<file path="config.mk">
export PLATFORM = sky130hd
export DESIGN_NAME = pciTargetDecoder
export DESIGN_NICKNAME = d
export VERILOG_FILES = /design/src/rtl/pciTgtPkg.sv /design/src/rtl/pciTgtDatapath.sv /design/src/rtl/pciTgtControl.sv /design/src/rtl/pciTargetDecoder.sv
export SDC_FILE = /design/constraint.sdc
export NUM_CORES = 1
export LEC_CHECK = 0
export ABC_AREA = 1
export BUFFER_PORTS_ARGS = -buffer_cell sky130_fd_sc_hd__buf_2
export CORE_ASPECT_RATIO = 0.75
export CORE_MARGIN = 2
export CORE_UTILIZATION = 45
export DETAILED_ROUTE_END_ITERATION = 12
export PLACE_DENSITY = 0.82
export RECOVER_POWER = 50
export SLEW_MARGIN = 10
export SYNTH_ARGS = -nofsm -noshare
export SYNTH_HDL_FRONTEND = slang
export SYNTH_HIERARCHICAL = 1
export SYNTH_SLANG_ARGS = --single-unit
export TNS_END_PERCENT = 1
</file>
<file path="constraint.sdc">
create_clock -name clk -period 1.7 [get_ports clk]
set_input_delay 0.34 -clock clk [delete_from_list [all_inputs] [get_ports clk]]
set_output_delay 0.34 -clock clk [all_outputs]
set_load 0.02 [all_outputs]
</file>
<file path="src/rtl/pciTgtPkg.sv">
package pciTgtPkg;

  typedef enum logic [3:0] {
    CLS_RSVD = 4'd0,
    CLS_IACK = 4'd1,
    CLS_SPEC = 4'd2,
    CLS_IORD = 4'd3,
    CLS_IOWR = 4'd4,
    CLS_MRD  = 4'd5,
    CLS_MWR  = 4'd6,
    CLS_CRD  = 4'd7,
    CLS_CWR  = 4'd8,
    CLS_MRDM = 4'd9,
    CLS_MRDL = 4'd10,
    CLS_MWRI = 4'd11
  } cmdClass_e;

  // strobes handed from control to datapath, one per bus event
  typedef struct packed {
    logic addrPhase;
    logic dataPhase;
    logic finalPhase;
    logic turnEnd;
  } strobe_t;

  function automatic cmdClass_e decodeCmd(input logic [3:0] code);
    cmdClass_e c;
    case (code)
      4'b0000: c = CLS_IACK;
      4'b0001: c = CLS_SPEC;
      4'b0010: c = CLS_IORD;
      4'b0011: c = CLS_IOWR;
      4'b0110: c = CLS_MRD;
      4'b0111: c = CLS_MWR;
      4'b1010: c = CLS_CRD;
      4'b1011: c = CLS_CWR;
      4'b1100: c = CLS_MRDM;
      4'b1110: c = CLS_MRDL;
      4'b1111: c = CLS_MWRI;
      default: c = CLS_RSVD;
    endcase
    return c;
  endfunction

  function automatic logic isMemClass(input cmdClass_e c);
    return (c == CLS_MRD) || (c == CLS_MWR) || (c == CLS_MRDM) ||
           (c == CLS_MRDL) || (c == CLS_MWRI);
  endfunction

  function automatic logic isIoClass(input cmdClass_e c);
    return (c == CLS_IORD) || (c == CLS_IOWR);
  endfunction

endpackage

</file>
<file path="src/rtl/pciTgtDatapath.sv">
module pciTgtDatapath
  import pciTgtPkg::*;
#(
  parameter int DW  = 32,
  parameter int PCW = 8
) (
  input  logic              clk,
  input  logic              rstN,
  input  strobe_t           strb,
  input  logic [DW-1:0]     ad,
  input  logic [DW/8-1:0]   cbeN,
  input  logic [DW-1:0]     memBase,
  input  logic [DW-1:0]     memMask,
  input  logic [DW-1:0]     ioBase,
  input  logic [DW-1:0]     ioMask,
  output logic              claimOk,
  output logic [DW-1:0]     addrQ,
  output cmdClass_e         classQ,
  output logic [DW/8-1:0]   laneEn,
  output logic [PCW-1:0]    phaseCount,
  output logic              eventPulse,
  output logic              badSpecial
);

  localparam int BEW = DW / 8;
  localparam logic [PCW-1:0] COUNT_MAX = {PCW{1'b1}};

  cmdClass_e       classNow;
  logic            memHit;
  logic            ioHit;
  logic [BEW-1:0]  laneNext;

  assign classNow = decodeCmd(cbeN[3:0]);
  assign memHit   = ((ad & memMask) == (memBase & memMask));
  assign ioHit    = ((ad & ioMask) == (ioBase & ioMask));

  always_comb begin
    claimOk = 1'b0;
    if (isMemClass(classNow))     claimOk = memHit;
    else if (isIoClass(classNow)) claimOk = ioHit;
  end

  for (genvar g = 0; g < BEW; g++) begin : gLane
    assign laneNext[g] = ~cbeN[g];
  end

  always_ff @(posedge clk or negedge rstN) begin
    if (!rstN) begin
      addrQ      <= '0;
      classQ     <= CLS_RSVD;
      laneEn     <= '0;
      phaseCount <= '0;
      eventPulse <= 1'b0;
      badSpecial <= 1'b0;
    end else begin
      eventPulse <= 1'b0;
      badSpecial <= 1'b0;
      if (strb.addrPhase) begin
        addrQ      <= ad;
        classQ     <= classNow;
        laneEn     <= '0;
        phaseCount <= '0;
        eventPulse <= (classNow == CLS_IACK) || (classNow == CLS_SPEC);
        badSpecial <= (classNow == CLS_SPEC) && (ad != '0);
      end else if (strb.dataPhase) begin
        laneEn <= laneNext;
        if (phaseCount != COUNT_MAX) phaseCount <= phaseCount + 1'b1;
      end
    end
  end

  p_addr_hold_r2: assert property (@(posedge clk) disable iff (!rstN)
    !strb.addrPhase |=> $stable(addrQ));

  p_count_clear_r10: assert property (@(posedge clk) disable iff (!rstN)
    strb.addrPhase |=> (phaseCount == '0));

  p_event_single_r11: assert property (@(posedge clk) disable iff (!rstN)
    eventPulse |=> !eventPulse);

endmodule

</file>
<file path="src/rtl/pciTgtControl.sv">
module pciTgtControl
  import pciTgtPkg::*;
(
  input  logic    clk,
  input  logic    rstN,
  input  logic    frameN,
  input  logic    claimOk,
  output strobe_t strb,
  output logic    devselN,
  output logic    devselOe,
  output logic    lastPhase
);

  typedef enum logic [1:0] {ST_IDLE, ST_DATA, ST_TURN} busState_e;
  busState_e busState;

  always_comb begin
    strb.addrPhase  = (busState == ST_IDLE) && !frameN;
    strb.dataPhase  = (busState == ST_DATA);
    strb.finalPhase = (busState == ST_DATA) && frameN;
    strb.turnEnd    = (busState == ST_TURN);
  end

  always_ff @(posedge clk or negedge rstN) begin
    if (!rstN) begin
      busState  <= ST_IDLE;
      devselN   <= 1'b1;
      devselOe  <= 1'b0;
      lastPhase <= 1'b0;
    end else begin
      case (busState)
        ST_IDLE: if (strb.addrPhase) begin
          busState <= ST_DATA;
          devselN  <= !claimOk;
          devselOe <= claimOk;
        end
        ST_DATA: if (strb.finalPhase) begin
          busState  <= ST_TURN;
          devselN   <= 1'b1;
          lastPhase <= 1'b1;
        end
        ST_TURN: begin
          busState  <= ST_IDLE;
          devselOe  <= 1'b0;
          lastPhase <= 1'b0;
        end
        default: busState <= ST_IDLE;
      endcase
    end
  end

  p_drive_needs_oe_r6: assert property (@(posedge clk) disable iff (!rstN)
    !devselN |-> devselOe);

  p_release_after_turn_r7: assert property (@(posedge clk) disable iff (!rstN)
    strb.turnEnd |=> (!devselOe && devselN));

  p_final_marks_last_r8: assert property (@(posedge clk) disable iff (!rstN)
    strb.finalPhase |=> lastPhase);

  p_last_single_r8: assert property (@(posedge clk) disable iff (!rstN)
    lastPhase |=> !lastPhase);

endmodule

</file>
<file path="src/rtl/pciTargetDecoder.sv">
module pciTargetDecoder
  import pciTgtPkg::*;
#(
  parameter int DW  = 32,
  parameter int PCW = 8
) (
  input  logic              clk,
  input  logic              rstN,
  input  logic              frameN,
  input  logic [DW-1:0]     ad,
  input  logic [DW/8-1:0]   cbeN,
  input  logic [DW-1:0]     memBase,
  input  logic [DW-1:0]     memMask,
  input  logic [DW-1:0]     ioBase,
  input  logic [DW-1:0]     ioMask,
  output logic [3:0]        cmdClass,
  output logic [DW-1:0]     addrOut,
  output logic [DW/8-1:0]   laneEn,
  output logic [PCW-1:0]    phaseCount,
  output logic              devselN,
  output logic              devselOe,
  output logic              lastPhase,
  output logic              eventPulse,
  output logic              badSpecial
);

  strobe_t   strb;
  logic      claimOk;
  cmdClass_e classQ;

  pciTgtControl u_ctrl (
    .clk       (clk),
    .rstN      (rstN),
    .frameN    (frameN),
    .claimOk   (claimOk),
    .strb      (strb),
    .devselN   (devselN),
    .devselOe  (devselOe),
    .lastPhase (lastPhase)
  );

  pciTgtDatapath #(.DW(DW), .PCW(PCW)) u_dp (
    .clk        (clk),
    .rstN       (rstN),
    .strb       (strb),
    .ad         (ad),
    .cbeN       (cbeN),
    .memBase    (memBase),
    .memMask    (memMask),
    .ioBase     (ioBase),
    .ioMask     (ioMask),
    .claimOk    (claimOk),
    .addrQ      (addrOut),
    .classQ     (classQ),
    .laneEn     (laneEn),
    .phaseCount (phaseCount),
    .eventPulse (eventPulse),
    .badSpecial (badSpecial)
  );

  assign cmdClass = classQ;

  p_reserved_no_claim_r4: assert property (@(posedge clk) disable iff (!rstN)
    (classQ == CLS_RSVD) |-> !devselOe);

  p_event_no_claim_r5: assert property (@(posedge clk) disable iff (!rstN)
    ((classQ == CLS_IACK) || (classQ == CLS_SPEC) ||
     (classQ == CLS_CRD) || (classQ == CLS_CWR)) |-> !devselOe);

endmodule

</file>
; Word-level counts from Yosys, hierarchy flattened
; Memories as Yosys holds them, arrays and structs flattened.
; Cells that the tools add are included.
[classes]
eq_ne = 16
n_mux = 18
bitwise_logic = 8
reduce_logical = 23
add_sub_neg = 1
[ops]
columns = cell, n
row1 = AND 32 bit, 4
row2 = == test 32 bit, 2
row3 = nonzero test 32 bit, 1
row4 = two-way mux 8 bit, 3
row5 = "== test 4 x 3 -> 1 bit, second input constant", 3
row6 = "== test 4 bit, second input constant", 3
row7 = nonzero test 2 bit, 5
row8 = "adder 8 x 1 -> 8 bit, second input constant", 1
row9 = "== test 4 x 2 -> 1 bit, second input constant", 2
row10 = two-way mux 4 bit, 2
row11 = "inequality test 8 bit, second input constant", 1
row12 = AND reduction 2 bit, 4
row13 = two-way mux 1 bit, 7
row14 = logical OR 1 bit, 6
row15 = case mux 1 bit (2 select lines), 3
row16 = "== test 4 x 1 -> 1 bit, second input constant", 1
row17 = two-way mux 2 bit, 2
row18 = "inequality test 2 bit, second input constant", 2
row19 = NOT 1 bit, 4
row20 = case mux 2 bit (2 select lines), 1
row21 = logical AND 1 bit, 3
row22 = AND reduction 3 bit, 1
row23 = "== test 2 x 1 -> 1 bit, second input constant", 1
row24 = "== test 2 bit, second input constant", 1
row25 = 2 further kinds, 3
[word_totals]
memories = 1
reg_bits = 55
rom_bits = 64
word_cells = 77
[memory_table]
columns = name, words, word_bits, rd, rd_clocked_by_memory_dff, wr, line_no
row1 = (no name shown), 16, 4, 1, 0, 0, pciTgtPkg.sv:28  ; case (code)

; Logic depth before layout (Yosys ltp)
; Gate-level depths: netlist of run 1.
; An unclocked memory read counts as a cell.
[logic_depth]
depth_word = 10
depth_mapped = 15

; By module
; The synthesis of run 1 kept the hierarchy.
[by_module_without_submodules]
columns = module, seq_area_each_um2, instances, cells_each, area_each_um2
row1 = pciTgtDatapath, 1251.2, 1, 564, 3588.4
row2 = pciTgtControl, 126.4, 1, 28, 241.5

; Worst setup path after synthesis of run 1
; Ideal clock, no wire load.
[synth_timing]
path_type = input -> register
startpoint = input port cbeN[0]
endpoint = register u_ctrl.devselN
path_slack_ps = 142
path_buffers = 0
t_arrival_ps = 1475
required_time_ps = 1617
cell_stages = 14
setup_time_ps = 83
cell_sequence = inv_1 > ha_1 > nand2_1 > nand3_1 > nand2_1 > nand2_1 > inv_1 > nand2_1 > o21ai_0 > nand3_1 > nand2_1 > inv_1 > nand3_1 > nand3_1
[synth_via]
elab_chain_cells = 10
word_cells_on_any_way = 18
classes_between = eq/ne (7) / mux (4) / reduce/logical (6) / memory (1)
[synth_rtl]
columns = item, line_no
row1 = from (decl), pciTargetDecoder.sv:11  ; input logic [DW/8-1:0] cbeN,
row2 = memory read (16 x 4 bit) (*), -
row3 = == test 4 x 3 -> 1 bit, pciTgtPkg.sv:46  ; return (c == CLS_MRD) || (c == CLS_MWR) || (c == CLS_MRDM) ||
row4 = logical OR 1 bit (3 in a row), pciTgtPkg.sv:46
row5 = logical OR 1 bit, pciTgtPkg.sv:47  ; (c == CLS_MRDL) || (c == CLS_MWRI);
row6 = two-way mux 1 bit (*), pciTgtDatapath.sv:39  ; if (isMemClass(classNow)) claimOk = memHit;
row7 = via claimOk, pciTargetDecoder.sv:28  ; logic claimOk;
row8 = zero test 1 bit (*), pciTgtControl.sv:34  ; devselN <= !claimOk;
row9 = two-way mux 1 bit (*), pciTgtControl.sv:32  ; ST_IDLE: if (strb.addrPhase) begin
row10 = case mux 1 bit (2 select lines) (*), pciTgtControl.sv:31  ; case (busState)
row11 = to (signal assigned), pciTgtControl.sv:34
row12 = to (decl), pciTgtControl.sv:9  ; output logic devselN,
; Mark *: on every way through the listed nets, which the timed path passes. The rest lies on a longest branch. The select of a mux whose other input is x is not followed.
; A chain may end at the register's enable or synchronous reset.

; Final worst setup path of run 1
[layout_timing]
startpoint = register u_dp.phaseCount[1]
endpoint = register u_dp.phaseCount[4]
[layout_via]
elab_chain_cells = 4
word_cells_on_any_way = 7
classes_between = add/sub (1) / eq/ne (1) / mux (3) / reduce/logical (2)
[layout_rtl]
columns = item, line_no
row1 = from (decl), pciTgtDatapath.sv:20  ; output logic [PCW-1:0] phaseCount,
row2 = from (signal assigned), pciTgtDatapath.sv:67  ; if (phaseCount != COUNT_MAX) phaseCount <= phaseCount + 1'b1;
row3 = adder 8 x 1 -> 8 bit, pciTgtDatapath.sv:67
row4 = two-way mux 8 bit, pciTgtDatapath.sv:67
row5 = two-way mux 8 bit, pciTgtDatapath.sv:65  ; end else if (strb.dataPhase) begin
row6 = two-way mux 8 bit, pciTgtDatapath.sv:58  ; if (strb.addrPhase) begin
; Parallel ways exist; a longest one is shown, timed or not. The select of a mux whose other input is x is not followed.

==> results.txt, run 1 <==
status: finished clean
Setup crit end kind: register
Die Area: 0.00926 mm²
share of cells above drive strength 1: 32.3%
WL final: 13.0 mm
final setup fails: 0
Num CTS Buffers: 5
width of the die: 110 µm
Remaining Overflow, GRT: 0
gpl congestion: 0.874
launching element type of the critical path: register
cells after synthesis: 591
combinational share of power: 44.4%
leakage power: 3.15 nW
clock share of power: 18.5%
Worst Tran Pin Value: 1.28 ns
Tcrit/Tclk final: 94.0%
via/cell ratio: 5.03
critical path cell sequence: ha_2, nand2_1, nor2_2, nand3_2, nor2_2, nand3_1, nand2_2, buf_6, nand2_1, o21ai_2
Area Overhead vs Synth: 39.9%
P_sw: 0.00241 W
sequential share of power: 37.1%
sw frac: 42.6%
Pint: 0.00325 W
Slowest cell on crit path: dfrtp_1
root buf cell: clkbuf_16
final net count: 1007
Peak VDD IR: 0.000637 V
synthesized area: 0.00383 mm²
Core Region: 0.00835 mm²
Post-route DRC: 0
Ys Warns: 6
final hold violation count: 0
Port Buffer Count: 219
total power: 0.00565 W
Mapped Nets: 762
CTS Buffer Depth: 2
initial antenna violation count: 0
Slew Viols, Final: 0
# H-tree levels: 2
RSZ-0062 raised after global routing: no
crit-path max FO: 10
power per cell area: 1060 mW/mm²
largest net degree at the start of global routing: 37
Crit path arrival time: 1.81 ns
Clock transition at path regs: 0.07 ns
vias in the first global route: 4489
average size of a mapped cell: 6.47 µm²
critical path's top delay family: simple AND/OR/NAND/NOR gates
Final TNS setup: 0 ns
hpwl dp: 10.8 mm
CP Data Required Time: 1.92 ns
hold crit path type: in2async
routed wire length per instance: 13.7 µm
Slew headroom: 14.4%
Detail Route Antenna Nets: 0
global-route wire length before repair: 20.4 mm
die height: 83.9 µm
worst clock skew: 0.00583 ns
max-cap viol count: 0
starting density of the core: 45.8%
minimum clock period: 1.60 ns
slowest stage delay, CP: 0.40 ns
clock tree sinks: 55
total number of vias: 4757
Setup CP Type: reg2reg
Skew-Pair Late Insertion Delay: 0.29 ns
antenna diode count: 0
boundary pin count: 220
GRT Total Usage: 27.0%
iteration count of the initial detailed-routing pass: 4
fmax: 626 MHz
Buf+Inv Stages, Crit Path: 1
Iter 0 DRT Violations: 267
TritonCTS clock tree: done
Cell Rows: 29
==> final cells by class <==
type / instances / area, µm²
Tap cell: 108 / 135
Sequential cell: 55 / 1380
Clock inverter: 1 / 8.76
Multi-Input combinational cell: 447 / 2100
Timing Repair Buffer: 248 / 1290
Inverter: 79 / 299
Clock buffer: 7 / 143
Fill cell: 796 / 2990
==> sequential cells by signal (all words and copies together) (netlist names) <==
| name | count |
|---|---|
| u_dp/badSpecial | 1 |
| u_ctrl/devselOe | 1 |
| u_ctrl/lastPhase | 1 |
| u_dp/laneEn | 4 |
| u_ctrl/devselN | 1 |
| u_ctrl/busState | 2 |
| u_dp/eventPulse | 1 |
| u_dp/phaseCount | 8 |
| u_dp/classQ | 4 |
| u_dp/addrQ | 32 |
==> layer usage <==
| metal | vias to the layer above | global-route usage, % | wire length (µm) | part of all wire [%] |
|---|---|---|---|---|
| li1 | 2384 | - | - | - |
| met1 | 2146 | 34.4 | 5540 | 43 |
| met2 | 205 | 48.7 | 6330 | 49 |
| met3 | 22 | 3.85 | 860 | 6.6 |
| met4 | 0 | 6.25 | 221 | 1.7 |
| met5 | - | 0 | 0 | 0 |
==> path summary, 6_finish.rpt <==
path / cells past startpoint / from / end / slack, ns
worst max-delay path: 10 / u_dp/phaseCount[1]$_DFFE_PN0P_ / u_dp/phaseCount[4]$_DFFE_PN0P_ / 0.10
worst min-delay path: 2 / rstN / u_dp/laneEn[1]$_DFFE_PN0P_ / 0.25
worst max register to register: 10 / u_dp/phaseCount[1]$_DFFE_PN0P_ / u_dp/phaseCount[4]$_DFFE_PN0P_ / 0.10
worst min register to register: 2 / u_dp/addrQ[29]$_DFFE_PN0P_ / u_dp/addrQ[29]$_DFFE_PN0P_ / 0.47
max in group asynchronous: 2 / rstN / u_dp/addrQ[17]$_DFFE_PN0P_ / 0.50
min in group clk: 2 / frameN / u_ctrl/busState[0]$_DFFE_PN0P_ / 0.29
==> power groups by stage <==
stage | Combinational [W] | Sequential, W | Clock [W]
3_3_place_gp | 0.00247 | 0.00209 | 0
3_5_place_dp | 0.00255 | 0.00210 | 0
4_1_cts | 0.00256 | 0.00209 | 0.00107
6_report | 0.00251 | 0.00210 | 0.00105
5_1_grt | 0.00277 | 0.00216 | 0.00113
2_1_floorplan | 0.000912 | 0.00265 | 0
==> metrics by stage <==
| step | hold WS, ns | util, % | instance area (µm²) | worst slack (ns) | instances |
|---|---|---|---|---|---|
| 2_1_floorplan | 0.0444 | - | 3830 | 0.142 | 591 |
| 3_3_place_gp | 0.353 | 62.4 | 5200 | -0.0469 | 934 |
| 3_5_place_dp | 0.360 | 62.4 | 5200 | -0.118 | 934 |
| 4_1_cts | 0.0527 | 64.2 | 5360 | 0.0347 | 942 |
| 5_1_grt | 0.295 | 64.1 | 5350 | 0.00334 | 945 |
| 6_report | 0.254 | 64.1 | 5350 | 0.103 | 945 |
==> cell usage in the layout, fill, tap and decap left out <==
cell type  instances
clkbuf_2           1
o31ai_1            4
ha_2               1
dfrtp_1           54
nor2_2             3
clkinv_4           1
clkinv_1           1
inv_1             76
nand2_1          189
xor2_1             1
o22ai_1            1
clkbuf_8           1
nand3_1           89
nand3_2            1
inv_2              1
nor4_1             4
clkbuf_16          5
dfstp_2            1
or2_2             22
clkbuf_1          25
o21ai_0           44
nor2_1            46
buf_2            196
nand3b_1          15
buf_4             25
a21oi_1            4
inv_4              1
buf_6              2
nor3_1             3
o21ai_1            2
nand2_2            3
nand4_1            6
ha_1               3
o21ai_2            6
==> what timing repair did <==
item,4_1_cts,5_1_grt
hold buffers,0,0
gates resized for setup,0,6
setup endpoints to repair,0,28
hold endpoints to repair,0,0
buffers inserted,0,3
(Power assumes the default switching activity.)
==> run 2: changes to the inputs <==
--- a/config.mk
+++ b/config.mk
@@ -8,10 +8,10 @@
 export ABC_AREA = 1
 export BUFFER_PORTS_ARGS = -buffer_cell sky130_fd_sc_hd__buf_2
 export CORE_ASPECT_RATIO = 0.75
-export CORE_MARGIN = 2
-export CORE_UTILIZATION = 45
+export CORE_MARGIN = 3
+export CORE_UTILIZATION = 35
 export DETAILED_ROUTE_END_ITERATION = 12
-export PLACE_DENSITY = 0.82
+export PLACE_DENSITY = 0.66
 export RECOVER_POWER = 50
 export SLEW_MARGIN = 10
 export SYNTH_ARGS = -nofsm -noshare
==> constraint.sdc (replaced) <==
create_clock -name clk -period 2.07 [get_ports clk]
set_input_delay 0.414 -clock clk [delete_from_list [all_inputs] [get_ports clk]]
set_output_delay 0.414 -clock clk [all_outputs]
set_load 0.02 [all_outputs]
==> run 2 against run 1 <==
Compared with the run above: flip-flop and latch count is the same; via count shrank 3.8%; routed wire length grew 2.8%; power shrank 18%; combinational power shrank 19%; the flow now finishes with violations (capacitance limit, slew limit); clock-buffer cell count is the same; worst setup slack gained 0.14 ns.
==> results.txt, run 2 (synthesized netlist as in run 1, its figures left out) <==
hold slack final: 0.366 ns (+0.112 ns)
Cell Rows: 32 (+10%)
slowest stage delay, CP: 0.41 ns (about the same)
commonest non-fill, non-tap cell in the layout: buf_2
WL final: 13.3 mm (+2.8%)
Remaining Overflow, GRT: 0 (unchanged)
Port Buffer Count: 219 (unchanged)
Tcrit/Tclk final: 88.4% (-5.5 points)
initial antenna violation count: 2 (+2)
Core Region: 0.0105 mm² (+25%)
Iter 0 DRT Violations: 219 (-18%)
total number of vias: 4577 (-3.8%)
Setup crit end kind: register
PostCTS Resize Cnt: 0 (unchanged)
critical path cell sequence: ha_1, nand2_1, nor2_2, nand3_1, nor2_2, nand3_1, nand2_2, inv_1, nand3_1, o21ai_1
GRT Total Usage: 20.7% (-6.3 points)
launching element type of the critical path: register
worst clock skew: 0.00424 ns (-0.00159 ns)
global-route wire length before repair: 20.5 mm (+0.14%)
iteration count of the initial detailed-routing pass: 4 (unchanged)
routed wire length per instance: 14.0 µm (+2.2%)
RSZ-0062 raised after global routing: no
fmax: 546 MHz (-13%)
Setup CP Type: reg2reg
CTS Buffer Depth: 2 (unchanged)
highest routed layer: met5
boundary pin count: 220 (unchanged)
critical path's top delay family: simple AND/OR/NAND/NOR gates
hold path endpoint: u_dp/laneEn[0]$_DFFE_PN0P_
# H-tree levels: 2 (unchanged)
starting density of the core: 36.6% (-9.2 points)
crit-path max FO: 11 (+1)
commonest non-fill, non-tap cells in the layout: buf_2 (197), nand2_1 (190), nand3_1 (90)
Peak VDD IR: 0.000453 V (-29%)
Slew Viols, Final: 26 (+26)
width of the die: 127 µm (+15%)
share of cells above drive strength 1: 30.0% (-2.2 points)
Die Area: 0.0122 mm² (+32%)
Num CTS Buffers: 5 (unchanged)
largest net degree at the start of global routing: 51 (+38%)
FF-to-FF setup slack: 0.24 ns (+0.14 ns)
CTS hold repair buffers: 0 (unchanged)
via/cell ratio: 4.82 (-4.3%)
Clock transition at path regs: 0.07 ns (about the same)
clock tree sinks: 55 (unchanged)
worst setup path start: u_dp/phaseCount[0]$_DFFE_PN0P_
gpl congestion: 0.891 (+1.9%)
Final TNS setup: 0 ns (unchanged)
hold crit path type: in2reg
final net count: 983 (-2.4%)
Slowest cell on crit path: dfrtp_1
Placed Cells: 941 (+0.75%)
Reg with most FFs: u_dp/addrQ
fin cells: 950 (+0.53%)
reg-to-reg critical path startpoint: u_dp/phaseCount[0]$_DFFE_PN0P_
max reg flops: 32 (unchanged)
Area Overhead vs Synth: 36.4%
hpwl dp: 11.2 mm (+4.1%)
worst r2r path cells: 10 (unchanged)
Hold Startpoint: cbeN[0]
leakage power: 3.05 nW (-3.3%)
TritonCTS clock tree: done
Hold Crit Depth: 2
postcts setup bufs: 0 (unchanged)
Regs by FF count: u_dp/addrQ: 32 flops, u_dp/phaseCount: 8 flops
CP dominant cell by count: nand3_1
Crit path arrival time: 2.01 ns (+0.20 ns)
Post-route DRC: 0 (unchanged)
Buf+Inv Stages, Crit Path: 1 (unchanged)
met2 wire len: 6.43 mm (+1.6%)
Detail Route Antenna Nets: 0 (unchanged)
met3 wire length: 1.04 mm (+21%)
max-cap viol count: 1 (+1)
status: finished with violations
r2r endpoint: u_dp/phaseCount[2]$_DFFE_PN0P_
die height: 96.6 µm (+15%)
failing checks: capacitance limit, slew limit
CP Data Required Time: 2.25 ns (+0.33 ns)
minimum clock period: 1.83 ns (+0.233 ns)
Slew headroom: -3.60% (-18 points)
final hold violation count: 0 (unchanged)
power per cell area: 885 mW/mm² (-16%)
fill cell count: 1094 (+37%)
vias in the first global route: 4304 (-4.1%)
Worst Tran Pin Value: 1.55 ns (+0.269 ns)
root buf cell: clkbuf_16
Final Util: 50.0% (-14 points)
final setup fails: 0 (unchanged)
Skew-Pair Late Insertion Delay: 0.29 ns (about the same)
met1 WL: 5.75 mm (+3.9%)
## run 2: changes by cell type in the layout (fill, tap and decap cells not counted), sizes merged
cell and delta:
buf -22, clkbuf -2, diode +1
## run 2: worst reg2reg max path, cell delays in order, from the launching register on
cell,delay (ns)
dfrtp_1,0.41
ha_1,0.21
nand2_1,0.07
nor2_2,0.13
nand3_1,0.13
nor2_2,0.13
nand3_1,0.09
nand2_2,0.23
inv_1,0.17
nand3_1,0.10
o21ai_1,0.06
## run 2: cell type report
type                       instances  area, µm²  area share [%]
sequential                        55       1380            26.4
antenna                            1       2.50          0.0479
clock inverter                     1       8.76           0.168
multi-input combinational        447       2090            40.1
inverter                          79        297            5.68
timing repair buffer             224       1130            21.6
tap                              136        170            3.26
clock buffer                       7        143            2.73
## run 2: per-stage QoR
stage          area, µm²  power (W)  setup slack (ns)
6_report            5220    0.00462             0.240
5_1_grt             5220    0.00496            0.0529
4_1_cts             5260    0.00471             0.251
3_5_place_dp        5110    0.00382             0.121
3_3_place_gp        5110    0.00377             0.202
2_1_floorplan       3830    0.00292             0.438
## run 2: per-layer routing
layer | GRT usage [%] | up-vias
li1 | - | 2334
met1 | 26.8 | 2066
met2 | 36.6 | 166
met3 | 4.34 | 9
met4 | 3.39 | 2
met5 | 0 | -
## run 2: report_power, final
group | switching (W) | internal (W)
logic | 0.00134 | 0.000680
clock network | 0.000389 | 0.000486
registers | 0.000252 | 0.00146
total | 0.00199 | 0.00263
## run 2: worst max path at each step
stage | endpoint | slack [ns] | cells after the start
CTS | u_dp/phaseCount[2]$_DFFE_PN0P_ | 0.25 | 10
floorplan | u_ctrl/devselN$_DFFE_PN1P_ | 0.44 | 14
detailed placement | u_ctrl/devselN$_DFFE_PN1P_ | 0.12 | 16
global route | u_dp/phaseCount[0]$_DFFE_PN0P_ | 0.05 | 10
finish | u_dp/phaseCount[2]$_DFFE_PN0P_ | 0.24 | 10
global placement | u_ctrl/devselN$_DFFE_PN1P_ | 0.20 | 15
